<file path="src/rtl/itap_pkg.sv">
package itap_pkg;
  typedef enum logic [1:0] {
    CTL_IDLE   = 2'd0,
    CTL_ENABLE = 2'd1,
    CTL_WRITE  = 2'd2,
    CTL_WAIT   = 2'd3
  } ctl_state_e;

  typedef enum logic [1:0] {
    WR_IDLE  = 2'd0,
    WR_APPLY = 2'd1,
    WR_CLOSE = 2'd2
  } wr_state_e;
endpackage

</file>
<file path="src/rtl/itap_window_tracker.sv">
module itap_window_tracker #(
  parameter int TAP_W = 5
) (
  input  logic             clk,
  input  logic             rst_n,
  input  logic             clr_i,
  input  logic             upd_i,
  input  logic             pass_i,
  input  logic [TAP_W-1:0] tap_i,
  output logic [TAP_W-1:0] centre_o
);
  localparam int NUM_TAPS = 1 << TAP_W;
  localparam logic [TAP_W:0] NUM_V = NUM_TAPS[TAP_W:0];

  logic             prev_q, prev_d;
  logic [TAP_W-1:0] start_q, start_d;
  logic [TAP_W:0]   fails_q, fails_d;
  logic [TAP_W:0]   len;
  logic [TAP_W:0]   sum;

  // statistics including the verdict now being presented
  always_comb begin
    start_d = (pass_i && !prev_q) ? tap_i : start_q;
    fails_d = fails_q + {{TAP_W{1'b0}}, ~pass_i};
    len     = NUM_V - fails_d;
    sum     = {1'b0, start_d} + {1'b0, len[TAP_W:1]};
    centre_o = sum[TAP_W-1:0];
    prev_d  = pass_i;
  end

  always_ff @(posedge clk or negedge rst_n) begin
    if (!rst_n) begin
      prev_q  <= 1'b1;
      start_q <= '0;
      fails_q <= '0;
    end else if (clr_i) begin
      prev_q  <= 1'b1;
      start_q <= '0;
      fails_q <= '0;
    end else if (upd_i) begin
      prev_q  <= prev_d;
      start_q <= start_d;
      fails_q <= fails_d;
    end
  end
endmodule

</file>
<file path="src/rtl/itap_guard_writer.sv">
module itap_guard_writer
  import itap_pkg::*;
#(
  parameter int TAP_W = 5
) (
  input  logic             clk,
  input  logic             rst_n,
  input  logic             go_i,
  input  logic [TAP_W-1:0] tgt_i,
  output logic             chg_win_o,
  output logic [TAP_W-1:0] tap_sel_o,
  output logic             wr_done_o
);
  wr_state_e        wst_q, wst_d;
  logic             win_q, win_d;
  logic [TAP_W-1:0] sel_q, sel_d;
  logic [TAP_W-1:0] hold_q, hold_d;

  always_comb begin
    wst_d  = wst_q;
    win_d  = win_q;
    sel_d  = sel_q;
    hold_d = hold_q;
    unique case (wst_q)
      WR_IDLE: if (go_i) begin
        win_d  = 1'b1;
        hold_d = tgt_i;
        wst_d  = WR_APPLY;
      end
      WR_APPLY: begin
        sel_d = hold_q;
        wst_d = WR_CLOSE;
      end
      WR_CLOSE: begin
        win_d = 1'b0;
        wst_d = WR_IDLE;
      end
      default: wst_d = WR_IDLE;
    endcase
  end

  always_ff @(posedge clk or negedge rst_n) begin
    if (!rst_n) begin
      wst_q  <= WR_IDLE;
      win_q  <= 1'b0;
      sel_q  <= '0;
      hold_q <= '0;
    end else begin
      wst_q  <= wst_d;
      win_q  <= win_d;
      sel_q  <= sel_d;
      hold_q <= hold_d;
    end
  end

  assign chg_win_o = win_q;
  assign tap_sel_o = sel_q;
  assign wr_done_o = (wst_q == WR_CLOSE);
endmodule

</file>
<file path="src/rtl/itap_autotune.sv">
module itap_autotune
  import itap_pkg::*;
#(
  parameter int TAP_W = 5
) (
  input  logic             clk,
  input  logic             rst_n,
  input  logic             start_i,
  output logic             res_ready_o,
  input  logic             res_valid_i,
  input  logic             res_pass_i,
  output logic             tap_en_o,
  output logic             chg_win_o,
  output logic [TAP_W-1:0] tap_sel_o,
  output logic             done_o
);
  localparam logic [TAP_W-1:0] LAST_TAP = {TAP_W{1'b1}};

  ctl_state_e       st_q, st_d;
  logic [TAP_W-1:0] cur_q, cur_d;
  logic             last_q, last_d;
  logic             en_q, en_d;
  logic             done_q, done_d;
  logic             go, clr, upd, wr_done;
  logic [TAP_W-1:0] tgt, centre;

  itap_window_tracker #(.TAP_W(TAP_W)) u_track (
    .clk      (clk),
    .rst_n    (rst_n),
    .clr_i    (clr),
    .upd_i    (upd),
    .pass_i   (res_pass_i),
    .tap_i    (cur_q),
    .centre_o (centre)
  );

  itap_guard_writer #(.TAP_W(TAP_W)) u_wr (
    .clk       (clk),
    .rst_n     (rst_n),
    .go_i      (go),
    .tgt_i     (tgt),
    .chg_win_o (chg_win_o),
    .tap_sel_o (tap_sel_o),
    .wr_done_o (wr_done)
  );

  always_comb begin
    st_d   = st_q;
    cur_d  = cur_q;
    last_d = last_q;
    en_d   = en_q;
    done_d = 1'b0;
    go     = 1'b0;
    tgt    = '0;
    clr    = 1'b0;
    upd    = 1'b0;
    unique case (st_q)
      CTL_IDLE: if (start_i) begin
        st_d   = CTL_ENABLE;
        en_d   = 1'b1;
        cur_d  = '0;
        last_d = 1'b0;
        clr    = 1'b1;
      end
      CTL_ENABLE: begin
        go   = 1'b1;
        st_d = CTL_WRITE;
      end
      CTL_WRITE: if (wr_done) begin
        if (last_q) begin
          done_d = 1'b1;
          st_d   = CTL_IDLE;
        end else begin
          st_d = CTL_WAIT;
        end
      end
      CTL_WAIT: if (res_valid_i) begin
        upd = 1'b1;
        go  = 1'b1;
        if (cur_q == LAST_TAP) begin
          tgt    = centre;
          last_d = 1'b1;
        end else begin
          tgt = cur_q + 1'b1;
        end
        cur_d = tgt;
        st_d  = CTL_WRITE;
      end
      default: st_d = CTL_IDLE;
    endcase
  end

  always_ff @(posedge clk or negedge rst_n) begin
    if (!rst_n) begin
      st_q   <= CTL_IDLE;
      cur_q  <= '0;
      last_q <= 1'b0;
      en_q   <= 1'b0;
      done_q <= 1'b0;
    end else begin
      st_q   <= st_d;
      cur_q  <= cur_d;
      last_q <= last_d;
      en_q   <= en_d;
      done_q <= done_d;
    end
  end

  assign res_ready_o = (st_q == CTL_WAIT);
  assign tap_en_o    = en_q;
  assign done_o      = done_q;
endmodule


</file>
<file path="config.mk">
export PLATFORM = sky130hd
export DESIGN_NAME = itap_autotune
export DESIGN_NICKNAME = d
export VERILOG_FILES = /design/src/rtl/itap_pkg.sv /design/src/rtl/itap_window_tracker.sv /design/src/rtl/itap_guard_writer.sv /design/src/rtl/itap_autotune.sv
export SDC_FILE = /design/constraint.sdc
export NUM_CORES = 1
export LEC_CHECK = 0
export BUFFER_PORTS_ARGS = -buffer_cell sky130_fd_sc_hd__buf_4
export CAP_MARGIN = 15
export CELL_PAD_IN_SITES_DETAIL_PLACEMENT = 2
export CELL_PAD_IN_SITES_GLOBAL_PLACEMENT = 2
export CORE_MARGIN = 4
export CORE_UTILIZATION = 38
export CTS_CLUSTER_SIZE = 14
export DETAILED_ROUTE_END_ITERATION = 6
export PLACE_DENSITY = 0.76
export SLEW_MARGIN = 20
export SYNTH_ARGS = -nofsm -noshare
export SYNTH_HDL_FRONTEND = slang
export SYNTH_SLANG_ARGS = --single-unit
</file>
<file path="constraint.sdc">
create_clock -name clk -period 4.15 [get_ports clk]
set_input_delay 0.2075 -clock clk [delete_from_list [all_inputs] [get_ports clk]]
set_output_delay 0.2075 -clock clk [all_outputs]
set_load 0.01 [all_outputs]
</file>
==> results.json <==
{
  "antenna_found_initial": 0,
  "rrSetupSlack_ns": 0.71,
  "die_h_microns": 79.0,
  "critPathMaxFanout": 7,
  "p_leak_nw": 1.06,
  "tns_ns": 0,
  "finClkSkew_ns": 0.00521,
  "slowest_stage": "fa_1",
  "dr.max_layer_used": "met4",
  "power_density_mw_per_mm2": 658,
  "rsz0062_at_grt": "false",
  "clk_path_buf_depth": 2,
  "final_cell_mix": "34 x dfrtp_1, 20 x nand2_1, 15 x o21ai_0, 13 x buf_4",
  "finalCritPeriodShare": 0.830,
  "multi_input_area_sq_um": 955,
  "synthFlopType": "dfrtp_1",
  "cts_sinks": 35,
  "worstPathCellList": "ha_1 -> xnor2_1 -> ha_1 -> xnor2_1 -> xnor2_1 -> fa_1 -> a21o_1 -> a21oi_1 -> xnor2_1 -> xnor3_1 -> mux2_4 -> o21ai_2",
  "critPathMaxStageDelay_ns": 0.48,
  "grt_pass1_wl_microns": 8830,
  "place_congestion": 0.791,
  "routed_wl_microns": 4980,
  "drc_errors": 0,
  "cp.arrival_ns": 3.67,
  "cts_buffers": 5,
  "placementRows": 25,
  "synth.area.top_cells": "dfrtp_1 44%, mux2_2 6.5%, ha_1 5.9%",
  "worst-path-buf-inv": 0,
  "grt_overflow_total": 0,
  "ys_ff_latch": 35,
  "syn_inst": 188,
  "post-place-ws_ns": 0.700,
  "m1WireLength_microns": 2130,
  "fin_util": 0.457,
  "seqCellArea_sq_um": 877,
  "gr-usage-all-layers": 0.187,
  "die_x_microns": 79.0,
  "dp_hpwl_microns": 3400,
  "peakVddDrop_mv": 0.212,
  "vias": 1437,
  "diodes": 0,
  "cts.repair.resized": 0,
  "synth_top_cell_area_share": 0.445,
  "post_cts_buffers": 0,
  "fillCellCount": 522,
  "synthArstFlopShare": 1.00,
  "cts_root_buf": "clkbuf_8",
  "insertion_delay_ns": 0.29,
  "maxSlewViolCount": 0,
  "hp-class": "in2reg",
  "dr.pass1.iters": 4,
  "portBuffers": 13,
  "tightest_slew_ns": 0.756,
  "synth_area_per_cell_sq_um": 10.2,
  "clkTransAtPathRegs_ns": 0.08,
  "maxCapViolCount": 0,
  "ant_nets": 0,
  "die_area_sq_mm": 0.00623,
  "max_freq_mhz": 290,
  "ios": 14,
  "wl_met2_microns": 2640,
  "syn_nets": 203,
  "start_util": 0.400,
  "crit_path_frequent_cell": "xnor2_1",
  "drt_first_iter_violations": 80,
  "reg2reg_depth": 12,
  "yosysSeqAreaShare": 0.458,
  "synth_edf_count": 0,
  "htree_levels": 2,
  "crit_cells": 12,
  "cts_tree": "yes",
  "r2r-end": "u_wr.hold_q[4]$_DFFE_PN0P_",
  "yosysTopAreaCell": "dfrtp_1",
  "end_kind": "flop",
  "core-area_sq_mm": 0.00479,
  "grt_pass1_vias": 1688,
  "final_critical_path_setup_slack_ns": 0.707,
  "worstPathRequired_ns": 4.37,
  "status": "finished, final reports clean",
  "critPathLaunchType": "flop",
  "area_growth_pct": 14.3,
  "path_delay_family": "XOR/XNOR gates",
  "hold_ws_ns": 0.172,
  "drive_gt1_frac": 0.201,
  "nets": 213,
  "vias_per_cell": 5.40,
  "cp-startpoint": "u_track.fails_q[0]$_DFFE_PN0P_",
  "r2r_start": "u_track.fails_q[0]$_DFFE_PN0P_",
  "ys_types": 38,
  "syn-cell-area_sq_mm": 0.00191,
  "yosysWarningCount": 0,
  "finalHoldViolCount": 0,
  "wl_met3_microns": 144,
  "slew_headroom": 0.496,
  "crit_type": "reg2reg",
  "setup_viol": 0,
  "wl_per_cell_microns": 18.7,
  "final_common_cell": "dfrtp_1",
  "endpoint": "u_wr.hold_q[4]$_DFFE_PN0P_",
  "post-route-min-period_ns": 3.44,
  "grt_max_degree": 36
}
[state kept, by name, indices dropped and copies added, names as in the netlist, 2 cells and up]
name	count
cur_q	5
st_q	2
u_track.fails_q	6
u_track.start_q	5
u_wr.hold_q	5
u_wr.tap_sel_o	5
u_wr.wst_q	2
[layer usage]
layer | global-route usage | vias to the layer above
li1 | - | 667
met1 | 0.214 | 742
met2 | 0.336 | 22
met3 | 0.0465 | 6
met4 | 0.0704 | 0
met5 | 0 | -
[worst register-to-register path: stages, from the launching register on]
cell and delay (ns):
dfrtp_1 0.41, ha_1 0.28, xnor2_1 0.27, ha_1 0.28
xnor2_1 0.17, xnor2_1 0.16, fa_1 0.48, a21o_1 0.20
a21oi_1 0.19, xnor2_1 0.17, xnor3_1 0.35, mux2_4 0.28
o21ai_2 0.13
[power breakdown]
part           internal (mW)  leakage (nW)  switching (mW)  total, mW
logic                  0.253         0.525           0.309      0.561
clock network          0.240        0.0644           0.140      0.379
registers              0.417         0.467          0.0805      0.497
total                  0.909          1.06           0.529       1.44
[final cells by class]
cell class,count,area share
multi-input combinational,135,0.437
timing repair buffer,14,0.0492
clock buffer,5,0.0315
sequential,35,0.401
inverter,7,0.0120
tap,67,0.0384
clock inverter,3,0.0309
[cell usage after synthesis (all sizes together), types with 2 or more instances]
cell type	instances
dfrtp	34
nand2	20
o21ai	17
mux2	12
nor2	12
xnor2	10
a21oi	9
ha	9
clkbuf	8
inv	7
nand3	6
a22o	5
a21o	4
nand2b	4
and3	3
buf	3
nor3	3
and2	2
nand4	2
nor2b	2
o31ai	2
xor2	2
[timing repair]
action / CTS / global route
hold buffers: 1 / 0
setup endpoints to repair: 0 / 0
hold endpoints to repair: 34 / 0
[stage by stage]
step / cells / total power, mW / cell area (sq um)
6_report: 266 / 1.44 / 2190
5_1_grt: 266 / 1.56 / 2190
4_1_cts: 266 / 1.45 / 2180
3_5_place_dp: 257 / 1.05 / 2040
3_3_place_gp: 257 / 1.01 / 2040
2_1_floorplan: 188 / 0.886 / 1910
[how the worst min path moves through the flow]
stage,cells after the start,slack (ns),endpoint,from
after global routing,2,0.17,u_track.prev_q$_DFFE_PN1P_,res_pass_i
after global placement,1,0.19,st_q[1]$_DFFE_PN0P_,rst_n
final,2,0.17,u_track.prev_q$_DFFE_PN1P_,res_pass_i
after floorplan,0,-0.09,cur_q[0]$_DFFE_PN0P_,rst_n
after detailed placement,1,0.20,done_o$_DFF_PN0_,rst_n
after CTS,2,0.16,u_track.prev_q$_DFFE_PN1P_,res_pass_i
[logic make-up after synthesis]
kind of cell | synth area share
mux | 0.0778
fa+ha+maj | 0.0693
compound gates | 0.135
flops | 0.458
simple gates | 0.148
buf+inv | 0.0438
xor+xnor | 0.0667
Note: power is estimated with default switching activity, not from simulation.
